==> config.mk <==
export PLATFORM = sky130hd
export DESIGN_NAME = seq_prefetch_buf
export DESIGN_NICKNAME = d
export VERILOG_FILES = /design/src/rtl/pfb_pkg.sv /design/src/rtl/pfb_line_store.sv /design/src/rtl/pfb_fill_stage.sv /design/src/rtl/seq_prefetch_buf.sv
export SDC_FILE = /design/constraint.sdc
export NUM_CORES = 1
export LEC_CHECK = 0
export BUFFER_PORTS_ARGS = -buffer_cell sky130_fd_sc_hd__buf_2
export CORE_UTILIZATION = 25
export DETAILED_ROUTE_END_ITERATION = 8
export PLACE_DENSITY = 0.51
export REMOVE_ABC_BUFFERS = 1
export SLEW_MARGIN = 20
export SYNTH_ARGS = -nofsm -noshare
export SYNTH_HDL_FRONTEND = slang
export SYNTH_SLANG_ARGS = --single-unit
==> constraint.sdc <==
create_clock -name clk -period 3.3 [get_ports clk]
set_input_delay 0.495 -clock clk [delete_from_list [all_inputs] [get_ports clk]]
set_output_delay 0.495 -clock clk [all_outputs]
set_load 0.05 [all_outputs]
==> src/rtl/pfb_pkg.sv <==
package pfb_pkg;
    typedef enum logic [1:0] {
        PF_IDLE  = 2'd0,
        PF_REQ   = 2'd1,
        PF_BEAT0 = 2'd2,
        PF_BEAT1 = 2'd3
    } pf_state_e;
endpackage

==> src/rtl/pfb_line_store.sv <==
module pfb_line_store #(
    parameter int LA_W   = 27,
    parameter int LINE_W = 256
) (
    input  logic              clk,
    input  logic              rst_n,
    input  logic              wr_en,
    input  logic [LA_W-1:0]   wr_tag,
    input  logic [LINE_W-1:0] wr_data,
    input  logic              clr,
    input  logic [LA_W-1:0]   lk_addr,
    output logic              hit,
    output logic [LINE_W-1:0] rd_data
);
    typedef struct packed {
        logic              vld;
        logic [LA_W-1:0]   tag;
        logic [LINE_W-1:0] data;
    } slot_t;

    slot_t slot_d, slot_q;

    always_comb begin
        slot_d = slot_q;
        if (clr) begin
            slot_d.vld = 1'b0;
        end
        if (wr_en) begin
            slot_d.vld  = 1'b1;
            slot_d.tag  = wr_tag;
            slot_d.data = wr_data;
        end
    end

    always_ff @(posedge clk or negedge rst_n) begin
        if (!rst_n) begin
            slot_q <= '0;
        end else begin
            slot_q <= slot_d;
        end
    end

    assign hit     = slot_q.vld && (slot_q.tag == lk_addr);
    assign rd_data = slot_q.data;

    // discard and store never collide
    a_r7_clr_wr_excl: assert property (@(posedge clk) disable iff (!rst_n)
        !(wr_en && clr));

    // a stored line matches its own tag in the next cycle
    a_r4_tag_stored: assert property (@(posedge clk) disable iff (!rst_n)
        wr_en |=> ((lk_addr == $past(wr_tag)) == hit));
endmodule

==> src/rtl/pfb_fill_stage.sv <==
module pfb_fill_stage #(
    parameter int LA_W   = 27,
    parameter int LINE_W = 256
) (
    input  logic              clk,
    input  logic              rst_n,
    input  logic              ld,
    input  logic [LA_W-1:0]   ld_addr,
    input  logic [LINE_W-1:0] ld_data,
    input  logic              ld_buf,
    output logic              fill_valid,
    output logic [LA_W-1:0]   fill_addr,
    output logic [LINE_W-1:0] fill_data,
    output logic              fill_from_buf
);
    typedef struct packed {
        logic              vld;
        logic              src;
        logic [LA_W-1:0]   addr;
        logic [LINE_W-1:0] data;
    } fill_t;

    fill_t fl_d, fl_q;

    always_comb begin
        fl_d     = fl_q;
        fl_d.vld = ld;
        if (ld) begin
            fl_d.src  = ld_buf;
            fl_d.addr = ld_addr;
            fl_d.data = ld_data;
        end
    end

    always_ff @(posedge clk or negedge rst_n) begin
        if (!rst_n) begin
            fl_q <= '0;
        end else begin
            fl_q <= fl_d;
        end
    end

    assign fill_valid    = fl_q.vld;
    assign fill_from_buf = fl_q.src;
    assign fill_addr     = fl_q.addr;
    assign fill_data     = fl_q.data;

    // a fill pulse lasts a single cycle
    a_r3_fill_single: assert property (@(posedge clk) disable iff (!rst_n)
        fill_valid |=> !fill_valid);
endmodule

==> src/rtl/seq_prefetch_buf.sv <==
module seq_prefetch_buf
    import pfb_pkg::*;
#(
    parameter  int ADDR_W     = 32,
    parameter  int LINE_BYTES = 32,
    localparam int OFS_W      = $clog2(LINE_BYTES),
    localparam int LA_W       = ADDR_W - OFS_W,
    localparam int LINE_W     = LINE_BYTES * 8
) (
    input  logic              clk,
    input  logic              rst_n,
    input  logic              miss_valid,
    input  logic [LA_W-1:0]   miss_addr,
    output logic              miss_ready,
    output logic              mem_req_valid,
    input  logic              mem_req_ready,
    output logic [LA_W-1:0]   mem_req_addr,
    input  logic              mem_rsp_valid,
    input  logic [LINE_W-1:0] mem_rsp_data,
    output logic              fill_valid,
    output logic [LA_W-1:0]   fill_addr,
    output logic [LINE_W-1:0] fill_data,
    output logic              fill_from_buf
);
    localparam logic [LA_W-1:0] LINE_STEP = LA_W'(1);

    typedef struct packed {
        pf_state_e       st;
        logic [LA_W-1:0] addr;
    } ctl_t;

    ctl_t ctl_d, ctl_q;

    logic              buf_hit;
    logic [LINE_W-1:0] buf_data;
    logic              st_wr, st_clr;
    logic [LA_W-1:0]   st_tag;
    logic              ld, ld_buf;
    logic [LA_W-1:0]   ld_addr;
    logic [LINE_W-1:0] ld_data;

    always_comb begin
        ctl_d   = ctl_q;
        st_wr   = 1'b0;
        st_clr  = 1'b0;
        st_tag  = ctl_q.addr + LINE_STEP;
        ld      = 1'b0;
        ld_buf  = 1'b0;
        ld_addr = ctl_q.addr;
        ld_data = mem_rsp_data;
        unique case (ctl_q.st)
            PF_IDLE: begin
                if (miss_valid) begin
                    st_clr   = 1'b1;
                    ctl_d.st = PF_REQ;
                    if (buf_hit) begin
                        ld         = 1'b1;
                        ld_buf     = 1'b1;
                        ld_addr    = miss_addr;
                        ld_data    = buf_data;
                        ctl_d.addr = miss_addr + LINE_STEP;
                    end else begin
                        ctl_d.addr = miss_addr;
                    end
                end
            end
            PF_REQ: begin
                if (mem_req_ready) begin
                    ctl_d.st = PF_BEAT0;
                end
            end
            PF_BEAT0: begin
                if (mem_rsp_valid) begin
                    ld       = 1'b1;
                    ctl_d.st = PF_BEAT1;
                end
            end
            PF_BEAT1: begin
                if (mem_rsp_valid) begin
                    st_wr    = 1'b1;
                    ctl_d.st = PF_IDLE;
                end
            end
            default: ctl_d.st = PF_IDLE;
        endcase
    end

    always_ff @(posedge clk or negedge rst_n) begin
        if (!rst_n) begin
            ctl_q <= '{st: PF_IDLE, addr: '0};
        end else begin
            ctl_q <= ctl_d;
        end
    end

    assign miss_ready    = (ctl_q.st == PF_IDLE);
    assign mem_req_valid = (ctl_q.st == PF_REQ);
    assign mem_req_addr  = ctl_q.addr;

    pfb_line_store #(.LA_W(LA_W), .LINE_W(LINE_W)) u_store (
        .clk     (clk),
        .rst_n   (rst_n),
        .wr_en   (st_wr),
        .wr_tag  (st_tag),
        .wr_data (mem_rsp_data),
        .clr     (st_clr),
        .lk_addr (miss_addr),
        .hit     (buf_hit),
        .rd_data (buf_data)
    );

    pfb_fill_stage #(.LA_W(LA_W), .LINE_W(LINE_W)) u_fill (
        .clk           (clk),
        .rst_n         (rst_n),
        .ld            (ld),
        .ld_addr       (ld_addr),
        .ld_data       (ld_data),
        .ld_buf        (ld_buf),
        .fill_valid    (fill_valid),
        .fill_addr     (fill_addr),
        .fill_data     (fill_data),
        .fill_from_buf (fill_from_buf)
    );

    // a stalled request holds still
    a_r8_req_hold: assert property (@(posedge clk) disable iff (!rst_n)
        (mem_req_valid && !mem_req_ready) |=> (mem_req_valid && $stable(mem_req_addr)));

    // a hit fills from the buffer one cycle later
    a_r5_hit_fill: assert property (@(posedge clk) disable iff (!rst_n)
        (miss_valid && miss_ready && buf_hit) |=>
            (fill_valid && fill_from_buf && fill_addr == $past(miss_addr)));

    // a hit starts the prefetch of the next line
    a_r6_prefetch_next: assert property (@(posedge clk) disable iff (!rst_n)
        (miss_valid && miss_ready && buf_hit) |=>
            (mem_req_valid && mem_req_addr == $past(miss_addr) + LINE_STEP));

    // no new miss while a request or fill is in progress
    a_r9_busy_req: assert property (@(posedge clk) disable iff (!rst_n)
        mem_req_valid |-> !miss_ready);
    a_r9_busy_fill: assert property (@(posedge clk) disable iff (!rst_n)
        fill_valid |-> !miss_ready);

    // memory beats only arrive while a block is awaited
    a_r2_rsp_expected: assert property (@(posedge clk) disable iff (!rst_n)
        mem_rsp_valid |-> (ctl_q.st == PF_BEAT0 || ctl_q.st == PF_BEAT1));
endmodule

== Word-level counts from Yosys, hierarchy flattened ==
Index checks and enable logic that the tools add are counted.

* Register bits after elaboration: 598
* Input bits: 288
* Output and inout port bits: 314
* Word-level logic and storage cells: 46

* Add/subtract/negate cells: 2
* Equality and inequality tests: 8
* Mux-type cells: 22
* Reduce and logical (&&, ||, !) cells: 5

{| class="wikitable"
|+ Operators with widths
! kind !! count
|-
| 256-bit two-way mux || 3
|-
| 284-bit two-way mux || 1
|-
| 27-bit two-way mux || 4
|-
| 27-bit by 1-bit adder with 27-bit output, second input constant || 2
|-
| 29-bit two-way mux || 1
|-
| 27-bit == test || 1
|-
| 1-bit two-way mux || 8
|-
| 2-bit case mux with 4 select lines || 1
|-
| 2-bit two-way mux || 3
|-
| 2-bit inequality test, second input constant || 3
|-
| 2-bit == test, second input constant || 2
|-
| 4-bit AND reduction || 1
|-
| 2-bit by 1-bit == test with 1-bit output, second input constant || 1
|-
| 2-bit zero test || 1
|-
| 2-bit by 1-bit inequality test with 1-bit output, second input constant || 1
|-
| 1-bit case mux with 2 select lines || 1
|-
| 2-bit AND reduction || 1
|-
| 2-bit nonzero test || 1
|-
| 1-bit logical AND || 1
|}

== Longest topological paths before layout ==
* Depth after elaboration: 5
* Mapped depth: 11
* Gate-level depth less buffers: 7

== Hierarchy ==
A second synthesis with hierarchy kept.

* Cells, all modules: 2,102
* Area total of the unflattened synthesis: 30,189.0 um^2

{| class="wikitable"
|+ Modules (own cells, without submodules)
! module !! instances !! cells each !! area each (um^2)
|-
| pfb_line_store || 1 || 893 || 12,685.9
|-
| pfb_fill_stage || 1 || 601 || 11,703.7
|-
| seq_prefetch_buf || 1 || 608 || 5,799.3
|}

== Least setup slack after synthesis ==
No wires, ideal clock.

* Path kind: in2reg
* Start point: input port miss_addr[8]
* End point: register u_fill.fl_q, in the netlist u_fill.fill_data[212]
* Library setup time: 0.127 ns
* Data arrival time: 2.414 ns
* Required time: 3.173 ns
* Path slack: 0.759 ns
* Stages on the path: 11
* Buffers on the path: 5
* Path through: buf_2 xnor2_1 nand4_1 or4_1 buf_2 or3_1 buf_4 buf_6 buf_2 nor2_1 a31oi_1

* Cells in the longest elaborated chain, start to end: 5

{| class="wikitable"
|+ Ends and longest elaborated chain
! what !! RTL line !! source
|-
| start: declaration || seq_prefetch_buf.sv:13 || <nowiki>input logic [LA_W-1:0] miss_addr,</nowiki>
|-
| 27-bit == test (*) || pfb_line_store.sv:43 || <nowiki>assign hit = slot_q.vld && (slot_q.tag == lk_addr);</nowiki>
|-
| 1-bit logical AND (*) || pfb_line_store.sv:43 ||
|-
| 1-bit two-way mux / 256-bit two-way mux (equally long branches) || seq_prefetch_buf.sv:56 || <nowiki>if (buf_hit) begin</nowiki>
|-
| 1-bit two-way mux / 256-bit two-way mux (equally long branches) || seq_prefetch_buf.sv:53 || <nowiki>if (miss_valid) begin</nowiki>
|-
| 1-bit case mux with 2 select lines / 256-bit two-way mux (equally long branches) || seq_prefetch_buf.sv:51 || <nowiki>unique case (ctl_q.st)</nowiki>
|-
| end signal: assignment || pfb_fill_stage.sv:39 || <nowiki>fl_q <= fl_d;</nowiki>
|-
| end: declaration || pfb_fill_stage.sv:23 || <nowiki>fill_t fl_d, fl_q;</nowiki>
|}

Every way passes the cells marked *; elsewhere a longest branch is shown, timed or not.
A chain may end at the register's enable or synchronous reset.

== Final worst setup path ==
* Start point: register u_store.slot_q[277] (netlist name)
* End point: register u_fill.fl_q, in the netlist u_fill.fill_data[65]

* Cells in the longest elaborated chain, start to end: 5

{| class="wikitable"
|+ Ends and longest elaborated chain
! what !! RTL line !! source
|-
| start: declaration || pfb_line_store.sv:21 || <nowiki>slot_t slot_d, slot_q;</nowiki>
|-
| start signal: assignment || pfb_line_store.sv:39 || <nowiki>slot_q <= slot_d;</nowiki>
|-
| 27-bit == test (*) || pfb_line_store.sv:43 ||
|-
| 1-bit logical AND (*) || pfb_line_store.sv:43 ||
|-
| 1-bit two-way mux / 256-bit two-way mux (equally long branches) || seq_prefetch_buf.sv:56 ||
|-
| 1-bit two-way mux / 256-bit two-way mux (equally long branches) || seq_prefetch_buf.sv:53 ||
|-
| 1-bit case mux with 2 select lines / 256-bit two-way mux (equally long branches) || seq_prefetch_buf.sv:51 ||
|}

Marked as above.

==> reports/qor.txt <==
Rel. slew slack = 52.93%
Area of the multi-input gates = 9779 um^2
Flops & latches, synth = 598
Setup violations, final = 0
Clk_lat worst skew = 0.63 ns
Drt initial violations = 1107
Cell family with most CP delay = simple AND/OR/NAND/NOR gates
CP most frequent cell = buf_12
Post-layout min period = 2.656 ns
CP Max Fanout = 70
Clk sinks = 598
Initial antenna violation count = 16
Core ar. = 102300 um^2
GR Util met3 = 4.645%
Fmax = 376.5 MHz
RR Endpoint = u_fill.fill_data[65]$_DFFE_PN0P_
DRC violations left = 0
Drt pass-1 iters = 7
# rows = 117
Leading area contributor after synthesis = dfrtp_1
Tightest Pin Transition = 0.7060 ns
Sequential cell area = 14960 um^2
Hold Crit Class = in2reg
Register area share after synthesis = 57.68%
Syn avg cell area = 10.30 um^2
Max_cap viols = 0
Worst R2R Start = u_store.slot_q[277]$_DFFE_PN0P_
Synth top cells by count = nand2_1, dfrtp_1, nor2_1, a31oi_1, mux2_2
Clock buffer depth = 3
Final Hold Viols = 0
Met1 Usage GRT = 17.46%
Total track usage = 14.35%
Post-synth ARST share = 100.0%
Max-slew violations = 0
Most common cell in the netlist = nand2_1
CTS buffer count = 72
Startpoint types = flop
Wire per inst = 17.08 um
Final Cycle Share = 80.49%
Syn Inst Count = 2520
Mapped Area = 25940 um^2
Syn. warnings = 0
Busiest grt layer = met2
Setup TNS = 0 ns
Reg-to-reg setup timing slack = 0.64 ns
Design area = 32950 um^2
Chip Width = 324.1 um
Worst Path Arrival = 3.14 ns
Crit Path Category = reg2reg
Pleak = 15.55 nW
Reg2Reg Depth = 8
Clock root buffer = clkbuf_16
Unrepaired setup endpoints after global routing = no
Via density = 4.501
Worst endpoint required time = 3.78 ns
Fillcell total = 10578
Global-route wire length before repair = 117800 um
Main synth FF type = dfrtp_1
Buf/Inv on CP = 2
CTS tree = built
Hold path start = mem_rsp_data[185]
Ratio of cells with drive above 1 in the final layout = 33.92%
Vias in the first global route = 19930
Pin count of the biggest net entering global routing = 115
Synth top area share = 57.68%
Largest cells by area after synthesis = dfrtp_1, mux2_2, nand2_1, a31oi_1, nor2_1
Status = complete, no violations
Post-CTS setup repair buffer count = 0
CP cell instances = xnor2_1 > nand4_1 > or4_1 > or3_4 > buf_12 > buf_12 > nor2_1 > a31oi_1
Clock-pin transition on the worst setup and hold timing paths = 0.06 ns
Gpl congestion = 0.7916
Die area = 105100 um^2
Buffers on Ports = 601
Number of flops mapped to enable cells by yosys = 0
# nets final = 3375
Met2 Usage GRT = 23.83%
Initial Util = 25.35%
Post-DRT Antenna Nets = 0
Syn-to-layout area delta = 26.99%
Distinct cells, synth = 32
Post-DP HPWL = 54150 um
WHS Path Cells = 2
Vias = 20276
Routed wire length = 76940 um
WHS Endpoint = u_store.rd_data[185]$_DFFE_PN0P_
Power density cells = 1107 nW/um^2
# H-tree levels = 3
Peak VDD IR = 0.6436 mV
# IOs = 602
Final Util = 32.20%
Critical Path Max Stage Delay = 0.55 ns
Die Y = 324.1 um
Final Skew = 0.02434 ns
Slowest stage cell, crit path = or4_1
Worst setup EP type = flop
Residual overflow from global routing = 0
Dpl cell area = 30540 um^2
[sequential cells by signal, indices dropped and copies added, names as in the netlist]
signal and cells:
ctl_q 2, u_fill.fill_addr 27, mem_req_addr 27, u_fill.fill_data 256
u_store.slot_q 28, u_store.rd_data 256, u_fill.fill_from_buf 1, u_fill.fill_valid 1
[per-stage QoR]
stage          setup WS (ns)  instances  total power [mW]  hold slack (ns)
6_report              0.6437       4505             36.48           0.1037
3_3_place_gp          0.4494       4374             28.53           0.4323
3_5_place_dp          0.4528       4374             28.71           0.4296
4_1_cts               0.6728       4502             37.03          0.02291
5_1_grt               0.5410       4504             38.61          0.04580
2_1_floorplan         -7.916       2315             24.64           0.1994
[layout make-up]
type                            instances  share of cell area [%]
Multi-Input combinational cell       1705                   29.68
Antenna cell                            3                 0.02279
Sequential cell                       598                   45.42
Tap cell                             1368                   5.195
Clock inverter                         23                  0.9722
Timing Repair Buffer                  692                   12.30
Inverter                               12                  0.1367
Clock buffer                          104                   6.263
[worst reg2reg max path, stage by stage, from the launching register on]
cell and delay (ns):
dfrtp_1 0.39, xnor2_1 0.32, nand4_1 0.12, or4_1 0.55
or3_4 0.42, buf_12 0.20, buf_12 0.30, nor2_1 0.18
a31oi_1 0.05
[layout by cell type, fill, tap and decap left out, types with 3 or more instances in the layout]
| cell type | n |
|---|---|
| buf_2 | 600 |
| xnor2_1 | 44 |
| nand3_1 | 19 |
| clkinv_2 | 10 |
| and3_1 | 9 |
| nor4_1 | 6 |
| o21ai_0 | 55 |
| clkbuf_8 | 12 |
| clkbuf_16 | 73 |
| a31oi_1 | 283 |
| ha_1 | 6 |
| nand4_1 | 18 |
| buf_4 | 62 |
| nor3_1 | 20 |
| bufinv_16 | 6 |
| dfrtp_1 | 598 |
| diode_2 | 3 |
| nand2_1 | 642 |
| xor2_1 | 32 |
| buf_12 | 28 |
| clkbuf_1 | 19 |
| mux2_2 | 258 |
| inv_1 | 12 |
| nor2_1 | 293 |
| clkinv_8 | 4 |
[how the worst max path moves through the flow]
stage	startpoint	slack [ns]	to	cells after the start
after floorplan	ctl_q[27]$_DFFE_PN0P_	-7.92	u_fill.fill_addr[0]$_DFFE_PN0P_	5
after global placement	miss_addr[8]	0.45	u_fill.fill_data[181]$_DFFE_PN0P_	9
after detailed placement	miss_addr[21]	0.45	u_fill.fill_data[219]$_DFFE_PN0P_	9
after CTS	u_store.slot_q[277]$_DFFE_PN0P_	0.67	u_fill.fill_data[47]$_DFFE_PN0P_	8
after global routing	u_store.slot_q[277]$_DFFE_PN0P_	0.54	u_fill.fill_data[30]$_DFFE_PN0P_	8
final	u_store.slot_q[277]$_DFFE_PN0P_	0.64	u_fill.fill_data[65]$_DFFE_PN0P_	8
[timing repair]
action / in CTS / in global routing
gates resized for setup: 0 / 0
hold buffers: 1 / 0
endpoints found under the hold margin: 27 / 0
[metal layers]
| layer | vias up | part of all wire, % |
|---|---|---|
| li1 | 9635 | - |
| met1 | 9957 | 42 |
| met2 | 524 | 48 |
| met3 | 136 | 7.2 |
| met4 | 24 | 2.9 |
| met5 | - | 0.22 |
[power breakdown]
part           leakage (nW)  switching (mW)  total (mW)  internal (mW)
sequential             7.33            2.18        13.1           10.9
clock                  1.17            3.24        8.07           4.82
combinational          7.06            10.6        15.3           4.74
[cell families after synthesis]
| logic type | count (synthesis) | synth area share [%] |
|---|---|---|
| flip-flops | 598 | 57.68 |
| AND/OR/NAND/NOR | 1021 | 15.48 |
| adder cells (fa/ha/maj) | 6 | 0.2894 |
| XOR/XNOR | 76 | 2.566 |
| AO/OA/AOI/OAI | 343 | 8.035 |
| multiplexers | 259 | 11.24 |
| buffers and inverters | 217 | 4.712 |
Note: power is estimated with default switching activity, not from simulation.
